## src/rtl/dwc_pkg.sv

```systemverilog
package dwc_pkg;
  typedef enum logic [1:0] {
    FMT_16  = 2'd0,
    FMT_18  = 2'd1,
    FMT_9X2 = 2'd2,
    FMT_RSV = 2'd3
  } fmt_e;

  typedef enum logic [1:0] {
    PH_IDLE,
    PH_SETUP,
    PH_STROBE,
    PH_HOLD
  } phase_e;

  localparam int unsigned R_W  = 5;
  localparam int unsigned G_W  = 6;
  localparam int unsigned B_W  = 5;
  localparam int unsigned IN_W = R_W + G_W + B_W;
  localparam int unsigned WD_W = IN_W + 2;

  // 565 -> 666: replicate red/blue MSB into the new LSB
  function automatic logic [WD_W-1:0] widen(input logic [IN_W-1:0] p);
    logic [R_W-1:0] r;
    logic [G_W-1:0] g;
    logic [B_W-1:0] b;
    {r, g, b} = p;
    return {r, r[R_W-1], g, b, b[B_W-1]};
  endfunction
endpackage

```

## src/rtl/dwc_beat_fmt.sv

```systemverilog
module dwc_beat_fmt
  import dwc_pkg::*;
#(
  parameter int unsigned BUS_W = 16,
  parameter int unsigned EXT_W = 2
) (
  input  logic [IN_W-1:0]  pix_i,
  input  fmt_e             fmt_i,
  output logic [BUS_W-1:0] beat0_o,
  output logic [BUS_W-1:0] beat1_o,
  output logic [EXT_W-1:0] ext_o,
  output logic             ext_en_o,
  output logic             two_beats_o
);
  localparam int unsigned HALF_W = WD_W / 2;

  logic [WD_W-1:0] wide;
  assign wide = widen(pix_i);

  always_comb begin
    beat0_o     = '0;
    beat1_o     = '0;
    ext_o       = '0;
    ext_en_o    = 1'b0;
    two_beats_o = 1'b0;
    unique case (fmt_i)
      FMT_18: begin
        beat0_o  = wide[BUS_W-1:0];
        ext_o    = wide[WD_W-1:BUS_W];
        ext_en_o = 1'b1;
      end
      FMT_9X2: begin
        beat0_o[HALF_W-1:0] = wide[WD_W-1:HALF_W];
        beat1_o[HALF_W-1:0] = wide[HALF_W-1:0];
        two_beats_o         = 1'b1;
      end
      default: beat0_o = pix_i;
    endcase
  end
endmodule

```

## src/rtl/dwc_seq.sv

```systemverilog
module dwc_seq
  import dwc_pkg::*;
#(
  parameter int unsigned CNT_W = 4
) (
  input  logic             clk_i,
  input  logic             rst_ni,
  input  logic             start_i,
  input  logic [CNT_W-1:0] n_i,
  input  logic [CNT_W-1:0] m_i,
  input  logic             two_beats_i,
  output phase_e           phase_o,
  output logic             beat_sel_o,
  output logic             idle_o
);
  phase_e           ph_q, ph_d;
  logic [CNT_W-1:0] cnt_q, cnt_d;
  logic             beat_q, beat_d;

  always_comb begin
    ph_d   = ph_q;
    cnt_d  = cnt_q;
    beat_d = beat_q;
    unique case (ph_q)
      PH_IDLE: if (start_i) begin
        ph_d   = PH_SETUP;
        beat_d = 1'b0;
      end
      PH_SETUP: begin
        ph_d  = PH_STROBE;
        cnt_d = n_i - 1'b1;
      end
      PH_STROBE: begin
        if (cnt_q != '0) cnt_d = cnt_q - 1'b1;
        else if (m_i != '0) begin
          ph_d  = PH_HOLD;
          cnt_d = m_i - 1'b1;
        end else if (two_beats_i && !beat_q) begin
          ph_d   = PH_SETUP;
          beat_d = 1'b1;
        end else ph_d = PH_IDLE;
      end
      PH_HOLD: begin
        if (cnt_q != '0) cnt_d = cnt_q - 1'b1;
        else if (two_beats_i && !beat_q) begin
          ph_d   = PH_SETUP;
          beat_d = 1'b1;
        end else ph_d = PH_IDLE;
      end
      default: ph_d = PH_IDLE;
    endcase
  end

  always_ff @(posedge clk_i or negedge rst_ni) begin
    if (!rst_ni) begin
      ph_q   <= PH_IDLE;
      cnt_q  <= '0;
      beat_q <= 1'b0;
    end else begin
      ph_q   <= ph_d;
      cnt_q  <= cnt_d;
      beat_q <= beat_d;
    end
  end

  assign phase_o    = ph_q;
  assign beat_sel_o = beat_q;
  assign idle_o     = (ph_q == PH_IDLE);

  // a strobe is always preceded by a setup clock
  p_setup_first_r2: assert property (@(posedge clk_i) disable iff (!rst_ni)
    (ph_q == PH_STROBE && $past(ph_q) != PH_STROBE) |-> $past(ph_q) == PH_SETUP);
  // no hold phase when m is zero
  p_no_hold_m0_r4: assert property (@(posedge clk_i) disable iff (!rst_ni)
    (ph_q == PH_HOLD) |-> (m_i != '0));
endmodule

```

## src/rtl/disp_wr_gen.sv

```systemverilog
module disp_wr_gen
  import dwc_pkg::*;
#(
  parameter int unsigned BUS_W = 16,
  parameter int unsigned EXT_W = 2,
  parameter int unsigned CNT_W = 4
) (
  input  logic             clk_i,
  input  logic             rst_ni,
  input  logic             pix_valid_i,
  input  logic [IN_W-1:0]  pix_data_i,
  output logic             pix_ready_o,
  input  logic [1:0]       fmt_i,
  input  logic [CNT_W-1:0] strobe_len_i,
  input  logic [CNT_W-1:0] hold_len_i,
  output logic             dc_o,
  output logic             cs_n_o,
  output logic             wr_n_o,
  output logic [BUS_W-1:0] d_o,
  output logic             d_oe_o,
  output logic [EXT_W-1:0] ext_o,
  output logic             ext_oe_o
);
  logic [IN_W-1:0]  pix_q;
  fmt_e             fmt_q;
  logic [CNT_W-1:0] n_q, m_q;
  logic             accept, idle, beat_sel, two_beats, ext_en;
  logic [BUS_W-1:0] beat0, beat1;
  logic [EXT_W-1:0] ext_val;
  phase_e           phase;

  assign accept = pix_valid_i && idle;

  // sample everything at acceptance; n=0 is promoted to 1
  always_ff @(posedge clk_i or negedge rst_ni) begin
    if (!rst_ni) begin
      pix_q <= '0;
      fmt_q <= FMT_16;
      n_q   <= CNT_W'(1);
      m_q   <= '0;
    end else if (accept) begin
      pix_q <= pix_data_i;
      fmt_q <= fmt_e'(fmt_i);
      n_q   <= (strobe_len_i == '0) ? CNT_W'(1) : strobe_len_i;
      m_q   <= hold_len_i;
    end
  end

  dwc_beat_fmt #(.BUS_W(BUS_W), .EXT_W(EXT_W)) i_fmt (
    .pix_i       (pix_q),
    .fmt_i       (fmt_q),
    .beat0_o     (beat0),
    .beat1_o     (beat1),
    .ext_o       (ext_val),
    .ext_en_o    (ext_en),
    .two_beats_o (two_beats)
  );

  dwc_seq #(.CNT_W(CNT_W)) i_seq (
    .clk_i       (clk_i),
    .rst_ni      (rst_ni),
    .start_i     (accept),
    .n_i         (n_q),
    .m_i         (m_q),
    .two_beats_i (two_beats),
    .phase_o     (phase),
    .beat_sel_o  (beat_sel),
    .idle_o      (idle)
  );

  logic active;
  assign active      = !idle;
  assign pix_ready_o = idle;
  assign cs_n_o      = !active;
  assign dc_o        = active;
  assign wr_n_o      = (phase != PH_STROBE);
  assign d_oe_o      = active;
  assign d_o         = active ? (beat_sel ? beat1 : beat0) : '0;
  assign ext_oe_o    = active && ext_en;
  assign ext_o       = ext_oe_o ? ext_val : '0;

  // strobe width monitor
  logic [CNT_W:0] wr_lo_cnt;
  always_ff @(posedge clk_i or negedge rst_ni) begin
    if (!rst_ni)      wr_lo_cnt <= '0;
    else if (!wr_n_o) wr_lo_cnt <= wr_lo_cnt + 1'b1;
    else              wr_lo_cnt <= '0;
  end

  p_strobe_width_r3: assert property (@(posedge clk_i) disable iff (!rst_ni)
    $rose(wr_n_o) |-> (wr_lo_cnt == {1'b0, n_q}));
  p_strobe_under_cs_r4: assert property (@(posedge clk_i) disable iff (!rst_ni)
    !wr_n_o |-> !cs_n_o);
  p_data_steady_r4: assert property (@(posedge clk_i) disable iff (!rst_ni)
    (!cs_n_o && phase != PH_SETUP) |-> ($stable(d_o) && $stable(ext_o)));
  p_dc_high_r10: assert property (@(posedge clk_i) disable iff (!rst_ni)
    !cs_n_o |-> dc_o);
  p_busy_not_ready_r8: assert property (@(posedge clk_i) disable iff (!rst_ni)
    !cs_n_o |-> !pix_ready_o);
  p_ext_with_data_r6: assert property (@(posedge clk_i) disable iff (!rst_ni)
    ext_oe_o |-> d_oe_o);
endmodule

```

## config.mk

```make
export PLATFORM = sky130hd
export DESIGN_NAME = disp_wr_gen
export DESIGN_NICKNAME = d
export VERILOG_FILES = /design/src/rtl/dwc_pkg.sv /design/src/rtl/dwc_beat_fmt.sv /design/src/rtl/dwc_seq.sv /design/src/rtl/disp_wr_gen.sv
export SDC_FILE = /design/constraint.sdc
export NUM_CORES = 1
export LEC_CHECK = 0
export ABC_AREA = 1
export BUFFER_PORTS_ARGS = -buffer_cell sky130_fd_sc_hd__buf_4
export CORE_ASPECT_RATIO = 0.5
export CORE_MARGIN = 5
export CORE_UTILIZATION = 40
export CTS_BUF_LIST = sky130_fd_sc_hd__clkbuf_4
export DETAILED_ROUTE_END_ITERATION = 7
export MAX_ROUTING_LAYER = met4
export PLACE_DENSITY = 0.62
export SLEW_MARGIN = 20
export SYNTH_ARGS = -nofsm -noshare
export SYNTH_HDL_FRONTEND = slang
export SYNTH_SLANG_ARGS = --single-unit
```

## constraint.sdc

```tcl
create_clock -name clk_i -period 2 [get_ports clk_i]
set_input_delay 0 -clock clk_i [delete_from_list [all_inputs] [get_ports clk_i]]
set_output_delay 0 -clock clk_i [all_outputs]
set_load 0.01 [all_outputs]
```

Word level (Yosys, flattened, before mapping) --
Index checks and enable logic that the tools add are counted.
Operators by class: bitwise gates (word level) 0, shifts and indexed selects 0, reduce and logical (&&, ||, !) cells 14, muxes and demuxes 26, $add $sub $neg 3, $mul 0, equality and inequality tests 12, order comparisons 0, div/mod/pow operators 0
Operators by type and width (number):
- 16-bit two-way mux | 2
- 9-bit one-hot mux with 2 select lines | 1
- 4-bit two-way mux | 4
- 7-bit one-hot mux with 2 select lines | 1
- 2-bit two-way mux | 6
- 4-bit one-hot mux with 3 select lines | 1
- 4-bit by 1-bit subtractor with 4-bit output (second input constant) | 3
- 2-bit != test (second input constant) | 5
- 9-bit two-way mux | 1
- 1-bit two-way mux | 8
- 2-bit one-hot mux with 4 select lines | 1
- 4-bit nonzero test | 2
- 2-bit == test (second input constant) | 3
- 3-bit AND reduction | 2
- 3-bit nonzero test | 2
- 5-bit AND reduction | 1
- 2-bit by 1-bit == test with 1-bit output (second input constant) | 2
- 4-bit logical NOT | 1
- 1-bit logical AND | 3
- 3-bit by 1-bit != test with 1-bit output (second input constant) | 1
- 1-bit one-hot mux with 3 select lines | 1
- 1-bit logical NOT | 2
- 2-bit logical NOT | 1
- 2-bit by 1-bit != test with 1-bit output (second input constant) | 1
Word-level totals: memories 0, input port bits 29, RAM bits 0, bits in registers 33, bits in latches 0, logic and storage cells 62, memory bits (read-only) 0, output and inout bits 24

Longest topological paths before layout --
Gate-level depths: netlist (run 1).
depth in word-level cells 7, mapped depth 9, depth with buffers taken out 9

By module --
Synthesis (run 1) repeated with hierarchy kept, for this count alone.
Second synthesis, totals: cells, all modules 381, area, all modules 2468.6 µm²
By module, submodules not included:
- disp_wr_gen | area an instance 1288.7 µm², seq. area each 651.9 µm², times used 1, cells an instance 176
- dwc_seq | area an instance 668.1 µm², seq. area each 175.2 µm², times used 1, cells an instance 101
- dwc_beat_fmt | area an instance 511.7 µm², seq. area each 0.0 µm², times used 1, cells an instance 104

Worst setup path after synthesis (run 1) --
No wires, ideal clock.
kind register -> output, start reg fmt_q[0], end out d_o[0], cell stages (with the launch flop) 7, buffers on the path 1, slack 542 ps, arrival time 1458 ps, path through dfrtp_1 > inv_1 > ha_1 > inv_1 > clkbuf_1 > o22ai_1 > a21oi_1
Between the ends: cells in the longest elaborated chain, start to end 4
Ends and longest elaborated chain:
- from (decl) | line disp_wr_gen.sv:25 | fmt_e fmt_q;
- from (signal assigned) | line disp_wr_gen.sv:43 | fmt_q <= fmt_e'(fmt_i);
- 2-bit == test / 2-bit by 1-bit == test with 1-bit output (equally long branches) | line dwc_beat_fmt.sv:26 | unique case (fmt_i)
- 9-bit one-hot mux with 2 select lines / 9-bit two-way mux (equally long branches) | line dwc_beat_fmt.sv:26
- 16-bit two-way mux * (2 in series) | line disp_wr_gen.sv:78 | assign d_o = active ? (beat_sel ? beat1 : beat0) : '0;
- to (decl) | line disp_wr_gen.sv:19 | output logic [BUS_W-1:0] d_o,
Mark *: on every way between the ends. The rest lies on a longest branch, timed or not.

Worst setup path in the final report (run 1) --
Ends and elaborated chain as after synthesis.

==> results of run 1 <==
[area by class of cell]
class                   count  share of cell area [%]
repair buffers             86                    25.3
clock inverters             3                   0.436
repair inverters            1                   0.174
inverters                  36                    4.84
multi-input cells         205                    36.1
flip-flops and latches     33                    28.8
clock buffers               5                    1.31
well taps                  70                    3.05
[cells by family (layout without fill, tap and decap cells)]
kind of cell,Yosys count,after routing,synth area share (%)
AO/OA/AOI/OAI,78,78,20.5
XOR/XNOR,2,2,0.855
adder cells (fa/ha/maj),7,7,4.28
buffers and inverters,47,131,9.53
flip-flops,33,33,40.4
AND/OR/NAND/NOR,118,118,24.5
[metal layers]
| layer | vias up | wire (um) | GRT usage, % |
|---|---|---|---|
| li1 | 1100 | - | - |
| met1 | 984 | 2520 | 23.2 |
| met3 | 8 | 395 | 4.18 |
| met2 | 58 | 2760 | 30.7 |
| met5 | - | 0 | - |
| met4 | 0 | 71 | 5.72 |
[registers in the layout, indices dropped and copies added (netlist names)]
signal and count:
i_seq.cnt_q 4, pix_q 16, i_seq.phase_o 2, fmt_q 2
i_seq.beat_sel_o 1, m_q 4, n_q 4
[power breakdown]
part	total, uW	switching (uW)	internal [uW]
clock network	362	235	127
logic	3160	1790	1380
registers	1270	268	999
total	4790	2290	2500
[stage by stage]
step	setup TNS (ns)	power [uW]	setup WS, ns	hold slack [ns]	std cells
after floorplan	0	3110	0.542	-0.296	285
after global placement	0	4210	0.400	-0.0245	401
after detailed placement	0	4260	0.257	-0.0226	401
after CTS	0	4680	0.00322	0.133	436
after global routing	-0.0116	5250	-0.0116	0.147	439
final	0	4790	0.111	0.122	439
[what timing repair did]
| action | in CTS | in global routing |
|---|---|---|
| resized for setup | 1 | 3 |
| hold buffers | 27 | 0 |
| gates cloned | 0 | 1 |
| buffers inserted | 0 | 2 |
| endpoints found under the setup margin | 9 | 11 |
| hold endpoints to repair | 59 | 0 |
[how the worst max path moves through the flow]
stage | startpoint | end | cells past startpoint
floorplan | fmt_q[0] | d_o[0] | 6
global placement | fmt_q[0] | d_o[5] | 7
detailed placement | fmt_q[0] | d_o[0] | 7
CTS | fmt_q[0] | d_o[0] | 7
global route | fmt_q[0] | d_o[0] | 7
finish | fmt_q[0] | d_o[0] | 7
[critical path, delay by kind of cell, from the launching register on]
family	cells	cell delay, ns
flip-flops	1	0.37
buffers and inverters	3	0.38
adder cells (fa/ha/maj)	1	0.37
AO/OA/AOI/OAI	3	0.43
[cell usage in the layout, fill, tap and decap left out, types with 5 or more instances in the layout]
cell	Yosys	layout
dlygate4sd3_1	0	27
a21oi_1	28	28
o21ai_0	36	36
nand3_1	14	14
clkbuf_4	0	5
ha_1	7	6
o22ai_1	6	6
nor2_1	14	13
inv_1	33	32
a211oi_1	5	5
dfrtp_1	32	32
nand2_1	82	82
buf_4	4	58
==> results.txt, run 1 <==
Layout Area Growth over Synthesis - 40.1%
DR iter-0 viols - 94
Placement Rows - 18
Critical Path Max Stage Delay - 0.37 ns
Main area contributors after synthesis - dfrtp_1, nand2_1, o21ai_0
Sink Count - 33
DIE WIDTH - 111 um
Per-cell routed wire length - 13.1 um
HPWL after DPL - 4060 um
Post-Synthesis Cells - 285
Synth area leader - dfrtp_1
Max VDD drop - 0.787 mV
Post-synthesis sequential area ratio - 40.4%
TritonRoute pass-1 iters - 5
Slew Limit Fails - 0
Drt total wl - 5740 um
Fin area - 0.00287 mm2
#FFs+latches synth - 33
Mean Syn Cell Area - 7.19 um2
Final setup fails - 0
WP data required - 2.00 ns
Async SR Flop Fraction - 100%
Layout cells sized above 1 - 21.1%
Initial antenna violation count - 0
Netlist cell types - 25
Die Span Y - 60.6 um
Critical-path cell list - inv_1 -> ha_2 -> clkinvlp_4 -> o21ai_0 -> o22ai_1 -> a21oi_1 -> buf_4
Max-cap violations - 0
Root buffer cell - clkbuf_4
Crit path capture type - output port
Vias in the first global route - 2041
I/O Buffers - 52
R2R setup slack - 0.39 ns
Largest net degree at the start of global routing - 34
Post-synth top cells - nand2_1, o21ai_0, inv_1
Remaining Overflow, GRT - 0
Leakage - 0.00144 uW
Core area - 0.00493 mm2
FF/Latch Area - 827 um2
Synth warnings - 0
Routability Congestion - 0.898
Worst Max-Slew Pin Slew - 0.427 ns
Final min period - 1.89 ns
# diodes - 0
Die area - 0.00674 mm2
Worst-skew pair later-pin latency - 0.34 ns
Fin crit share - 94.5%
Number of CTS-inserted buffers - 5
Cell Area, Placed - 0.00252 mm2
R2R cell count - 6
Syn_nets - 321
CTS tree - built
All-Layer GR Usage - 18.5%
Crit path arrival time - 1.89 ns
Post-Syn Area - 0.00205 mm2
Total number of vias - 2150
Power Density - 1670 mW/mm2
Slew HR - 71.5%
DRT antenna net count - 0
CP max FO - 7
Clock tree buffer depth - 2
DRC Markers - 0
Via-to-Cell Ratio - 4.90
Class of the worst hold path - primary input to asynchronous set/reset pin
Fin util - 58.2%
Final hold violations - 0
CP max stage cell - dfrtp_1
Initial Utilization - 41.5%
Primary FF master, synth - dfrtp_1
Reg2reg end - i_seq.beat_sel_o
Startpoint Class - flip-flop
Top-area cell type share of the netlist area - 39.1%
Ports - 53
Fin nets - 404
Clock Skew - 0.0112 ns
H-tree levels - 2
Status - finished clean
Top-count cell post-synth - nand2_1
Footprint of the multi-input gates - 0.00104 mm2
RR Startpoint - i_seq.phase_o[0]
FMAX - 529 MHz
# fillers - 480
Clk slew on worst S/H paths - 0.11 ns
First-pass GRT wire length - 9610 um
Number of synthesized flops with an enable pin - 0
Kind of critical path - flip-flop to output port
No activity file was read; power rests on OpenSTA's default activity.
==> run 2: changes to the inputs <==
--- a/config.mk
+++ b/config.mk
@@ -14,6 +14,7 @@
 export DETAILED_ROUTE_END_ITERATION = 7
 export MAX_ROUTING_LAYER = met4
 export PLACE_DENSITY = 0.62
+export RECOVER_POWER = 50
 export SLEW_MARGIN = 20
 export SYNTH_ARGS = -nofsm -noshare
 export SYNTH_HDL_FRONTEND = slang
==> results.txt, run 2 (synthesized netlist as in run 1, its figures left out) <==
Layout cells sized above 1 - 20.1%
Initial Utilization - 41.5%
Met1 Resource Use GR - 23.2%
Max-cap violations - 0
Worst-skew pair later-pin latency - 0.34 ns
FMAX - 531 MHz
Crit path arrival time - 1.88 ns
Fin crit share - 94.1%
All-Layer GR Usage - 18.5%
DRT antenna net count - 0
Ports - 53
# diodes - 0
Vias in the first global route - 2041
Startpoint Class - flip-flop
Slew HR - 45.0%
Final setup fails - 0
Place WS - 0.257 ns
Drt total wl - 5720 um
Clock tree buffer depth - 2
Clk slew on worst S/H paths - 0.11 ns
# fillers - 484
Slew Limit Fails - 0
I/O Buffers - 52
Most flops, register - pix_q
Final min period - 1.88 ns
Clk network pwr share - 7.6%
Number of CTS-inserted buffers - 5
Max FFs per register - 16
Footprint of the multi-input gates - 0.00104 mm2
Setup total negative slack - 0 ns
Per-cell routed wire length - 13.0 um
Switching share of power - 47.8%
Internal power - 2490 uW
Flop pwr share - 26.5%
CTS tree - built
DR iter-0 viols - 96
Initial antenna violation count - 0
DIE WIDTH - 111 um
H-tree levels - 2
DRC Markers - 0
Largest net degree at the start of global routing - 34
Worst Max-Slew Pin Slew - 0.825 ns
WP data required - 2.00 ns
Die area - 0.00674 mm2
FF/Latch Area - 827 um2
Class of the worst hold path - primary input to flip-flop
Root buffer cell - clkbuf_4
Commonest non-fill, non-tap cell in the layout - nand2_1
Die Span Y - 60.6 um
Crit path capture type - output port
HPWL after DPL - 4060 um
Status - finished clean
TritonRoute pass-1 iters - 4
Sink Count - 33
Routability Congestion - 0.898
Power Density - 1670 mW/mm2
Clock Skew - 0.0116 ns
Leakage - 0.00142 uW
First-pass GRT wire length - 9610 um
GR Util met3 - 4.18%
Total number of vias - 2137
Placement Rows - 18
Via-to-Cell Ratio - 4.87
Fin nets - 404
Met2 GRT Util - 30.7%
Psw - 2280 uW
Max VDD drop - 0.786 mV
Top Usage Layer GRT - met2
Final hold violations - 0
Comb pwr share - 65.8%
Remaining Overflow, GRT - 0
Setup WS post-layout - 0.118 ns
Kind of critical path - flip-flop to output port
Core area - 0.00493 mm2
CP max FO - 7
Layout Area Growth over Synthesis - 39.5%
Most frequent cells in the layout - nand2_1, buf_4, o21ai_0, inv_1, dfrtp_1
==> run 2: cell count changes in the layout (fill, tap and decap cells not counted) <==
cell | before | now
clkbuf_1 | 0 | 3
inv_1 | 32 | 33
clkbuf_2 | 0 | 1
inv_2 | 3 | 2
buf_4 | 58 | 54
==> run 2: worst paths after layout <==
path | startpoint | endpoint | slack [ns] | depth (start not counted)
worst max-delay path | fmt_q[0] | d_o[0] | 0.12 | 7
worst min-delay path | pix_valid_i | i_seq.phase_o[0] | 0.17 | 5
worst max register to register | i_seq.phase_o[0] | i_seq.beat_sel_o | 0.31 | 6
worst min register to register | pix_q[15] | pix_q[15] | 0.55 | 2
max in group asynchronous | rst_ni | n_q[2] | 1.20 | 2
min in group asynchronous | rst_ni | m_q[0] | 0.27 | 2
==> run 2: cell type report <==
cell class | count | area share [%]
Sequential cell | 33 | 29.0
Timing Repair Buffer | 86 | 24.9
Inverter | 36 | 4.86
Clock inverter | 3 | 0.438
Clock buffer | 5 | 1.31
Multi-Input combinational cell | 205 | 36.3
Tap cell | 70 | 3.07
Timing Repair inverter | 1 | 0.175
==> run 2: critical path, stage by stage (launching register included) <==
cell and delay, ns:
dfrtp_1 0.37, inv_1 0.06, ha_2 0.37, clkinvlp_4 0.16, o21ai_0 0.14, o22ai_1 0.11
a21oi_1 0.18, buf_4 0.15
==> run 2: timing repair <==
action | CTS | global route
resized for setup | 1 | 3
endpoints found under the hold margin | 59 | 0
hold buffers | 27 | 0
gates cloned | 0 | 1
endpoints found under the setup margin | 9 | 11
setup buffers | 0 | 2
==> run 2: metal layers <==
layer	routed length (um)	up-vias	part of all wire (%)
met1	2540	978	44
met2	2740	52	48
met5	0	-	0
met3	366	8	6.4
li1	-	1099	-
met4	71	0	1.2
==> run 2: power groups by stage <==
stage          sequential [uW]  combinational, uW  clock, uW
3_5_place_dp              1270               2990          0
6_report                  1270               3140        363
3_3_place_gp              1270               2940          0
4_1_cts                   1260               3040        378
2_1_floorplan             1190               1920          0
5_1_grt                   1300               3520        419
==> run 2: through the flow <==
stage               instances  area [um2]  power, uW  hold slack (ns)  util (%)
finish                    439        2860       4770            0.166      57.9
global route              439        2860       5240            0.184      57.9
CTS                       436        2840       4680            0.133      57.6
detailed placement        401        2520       4260          -0.0226      51.0
global placement          401        2520       4210          -0.0245      51.0
floorplan                 285        2050       3110           -0.296         -
==> run 3: changes to the inputs <==
--- a/config.mk
+++ b/config.mk
@@ -7,7 +7,7 @@
 export LEC_CHECK = 0
 export ABC_AREA = 1
 export BUFFER_PORTS_ARGS = -buffer_cell sky130_fd_sc_hd__buf_4
-export CORE_ASPECT_RATIO = 0.5
+export CORE_ASPECT_RATIO = 0.9
 export CORE_MARGIN = 5
 export CORE_UTILIZATION = 40
 export CTS_BUF_LIST = sky130_fd_sc_hd__clkbuf_4
==> results.txt, run 3 (synthesized netlist as in run 1, its figures left out) <==
Fin util - 58.6%
FMAX - 537 MHz
Clk slew on worst S/H paths - 0.10 ns
Max FFs per register - 16
Slew Limit Fails - 0
Core area - 0.00489 mm2
Worst-skew pair later-pin latency - 0.33 ns
Crit path capture type - output port
DRT antenna net count - 0
Die Span Y - 77.9 um
CP max FO - 8
Crit path arrival time - 1.86 ns
Placement Rows - 24
Clk network pwr share - 10.0%
Most Frequent Cell on Critical Path - buf_4
I/O Buffers - 52
Worst path buffer plus inverter count - 4
Clock tree buffer depth - 2
Place WS - 0.345 ns
Largest net degree at the start of global routing - 34
Critical Path End - d_o[1]
WP data required - 2.00 ns
Met3 wire length - 382 um
Number of CTS-inserted buffers - 5
Internal power - 2660 uW
Critical-path cell list - inv_1 -> ha_1 -> clkinvlp_4 -> buf_4 -> o21ai_0 -> a21oi_1 -> nor2_1 -> buf_4
Die area - 0.00665 mm2
Initial antenna violation count - 0
Startpoint Class - flip-flop
Remaining Overflow, GRT - 0
Layout Area Growth over Synthesis - 40.0%
Class of the worst hold path - primary input to flip-flop
Commonest non-fill, non-tap cell in the layout - nand2_1
CP max stage cell - dfrtp_1
Sink Count - 33
# diodes - 0
Final setup fails - 0
Comb pwr share - 64.1%
Max-cap violations - 0
Per-cell routed wire length - 13.0 um
Setup total negative slack - 0 ns
Fin nets - 404
Via-to-Cell Ratio - 4.88
R2R setup slack - 0.23 ns
Most flops, register - pix_q
Worst Max-Slew Pin Slew - 0.808 ns
M1 WL - 2720 um
DRC Markers - 0
Drt total wl - 5640 um
Power Density - 1720 mW/mm2
Most frequent cells in the layout - nand2_1, buf_4, o21ai_0, inv_1, dfrtp_1
Cell Area, Placed - 0.00250 mm2
R2R cell count - 6
Root buffer cell - clkbuf_4
Layout cells sized above 1 - 20.6%
First-pass GRT wire length - 9570 um
Final hold violations - 0
H-tree levels - 2
CTS tree - built
DIE WIDTH - 85.4 um
Slew HR - 46.1%
Setup crit start - fmt_q[0]
HPWL after DPL - 4130 um
Met2 routed WL - 2470 um
Critical Path Max Stage Delay - 0.37 ns
Ports - 53
Flop pwr share - 25.9%
Reg2reg end - pix_q[13]
Leakage - 0.00144 uW
Kind of critical path - flip-flop to output port
All-Layer GR Usage - 18.2%
Psw - 2270 uW
Status - finished clean
Vias in the first global route - 2049
DR iter-0 viols - 167
CP Depth - 8
Setup WS post-layout - 0.138 ns
TritonRoute pass-1 iters - 5
Fin crit share - 93.1%
Family with the most delay on the worst path - buffers and inverters
Total number of vias - 2117
Fin area - 0.00287 mm2
# fillers - 471
Max Used Layer - met4
Routability Congestion - 0.831
Clock Skew - 0.0102 ns
Final min period - 1.86 ns
Switching share of power - 46.0%
Max VDD drop - 1.01 mV
Initial Utilization - 41.8%
RR Startpoint - i_seq.phase_o[1]
Post-layout power - 4930 uW
==> run 3: worst register-to-register path: cells and delay by family, from the launching register on <==
kind / cells / cell delay (ns)
AO/OA/AOI/OAI: 1 / 0.07
buffers and inverters: 2 / 0.46
flip-flops: 1 / 0.49
AND/OR/NAND/NOR: 3 / 0.67
==> run 3: what timing repair did <==
action	in CTS	in global routing
setup endpoints to repair	2	11
gates resized for setup	1	6
hold endpoints to repair	59	0
gates cloned	0	0
hold buffers	27	0
setup buffers	0	3
==> run 3: worst min path at each step <==
stage                            from  cells after the start  slack, ns        to
after floorplan                rst_ni                      0      -0.30  fmt_q[0]
after global placement         rst_ni                      1      -0.03    n_q[3]
after detailed placement       rst_ni                      1      -0.03    n_q[3]
after CTS                      rst_ni                      2       0.13    n_q[3]
after global routing      pix_valid_i                      5       0.20    n_q[2]
final                     pix_valid_i                      5       0.20    n_q[2]
==> run 3: power groups by stage <==
stage	combinational, uW	sequential (uW)	clock [uW]
4_1_cts	3030	1280	507
2_1_floorplan	1920	1190	0
6_report	3160	1280	492
3_5_place_dp	2970	1280	0
5_1_grt	3530	1320	541
3_3_place_gp	2930	1290	0
==> run 3: cell type report <==
class / count / area, um2 / area share, %
clock buffers: 6 / 45.0 / 1.57
multi-input cells: 205 / 1030 / 36.0
flip-flops and latches: 33 / 827 / 28.8
repair buffers: 87 / 711 / 24.8
inverters: 36 / 139 / 4.84
well taps: 65 / 81.3 / 2.84
clock inverters: 2 / 33.8 / 1.18
==> run 3: layer usage <==
metal,vias to the layer above,track usage (%)
met3,7,3.60
met2,68,27.1
li1,1097,-
met1,945,25.0
met5,-,-
met4,0,5.38
==> run 3: through the flow <==
| step | cells | hold slack [ns] |
|---|---|---|
| after floorplan | 285 | -0.296 |
| after global placement | 396 | -0.0284 |
| after detailed placement | 396 | -0.0335 |
| after CTS | 431 | 0.132 |
| after global routing | 434 | 0.199 |
| final | 434 | 0.204 |
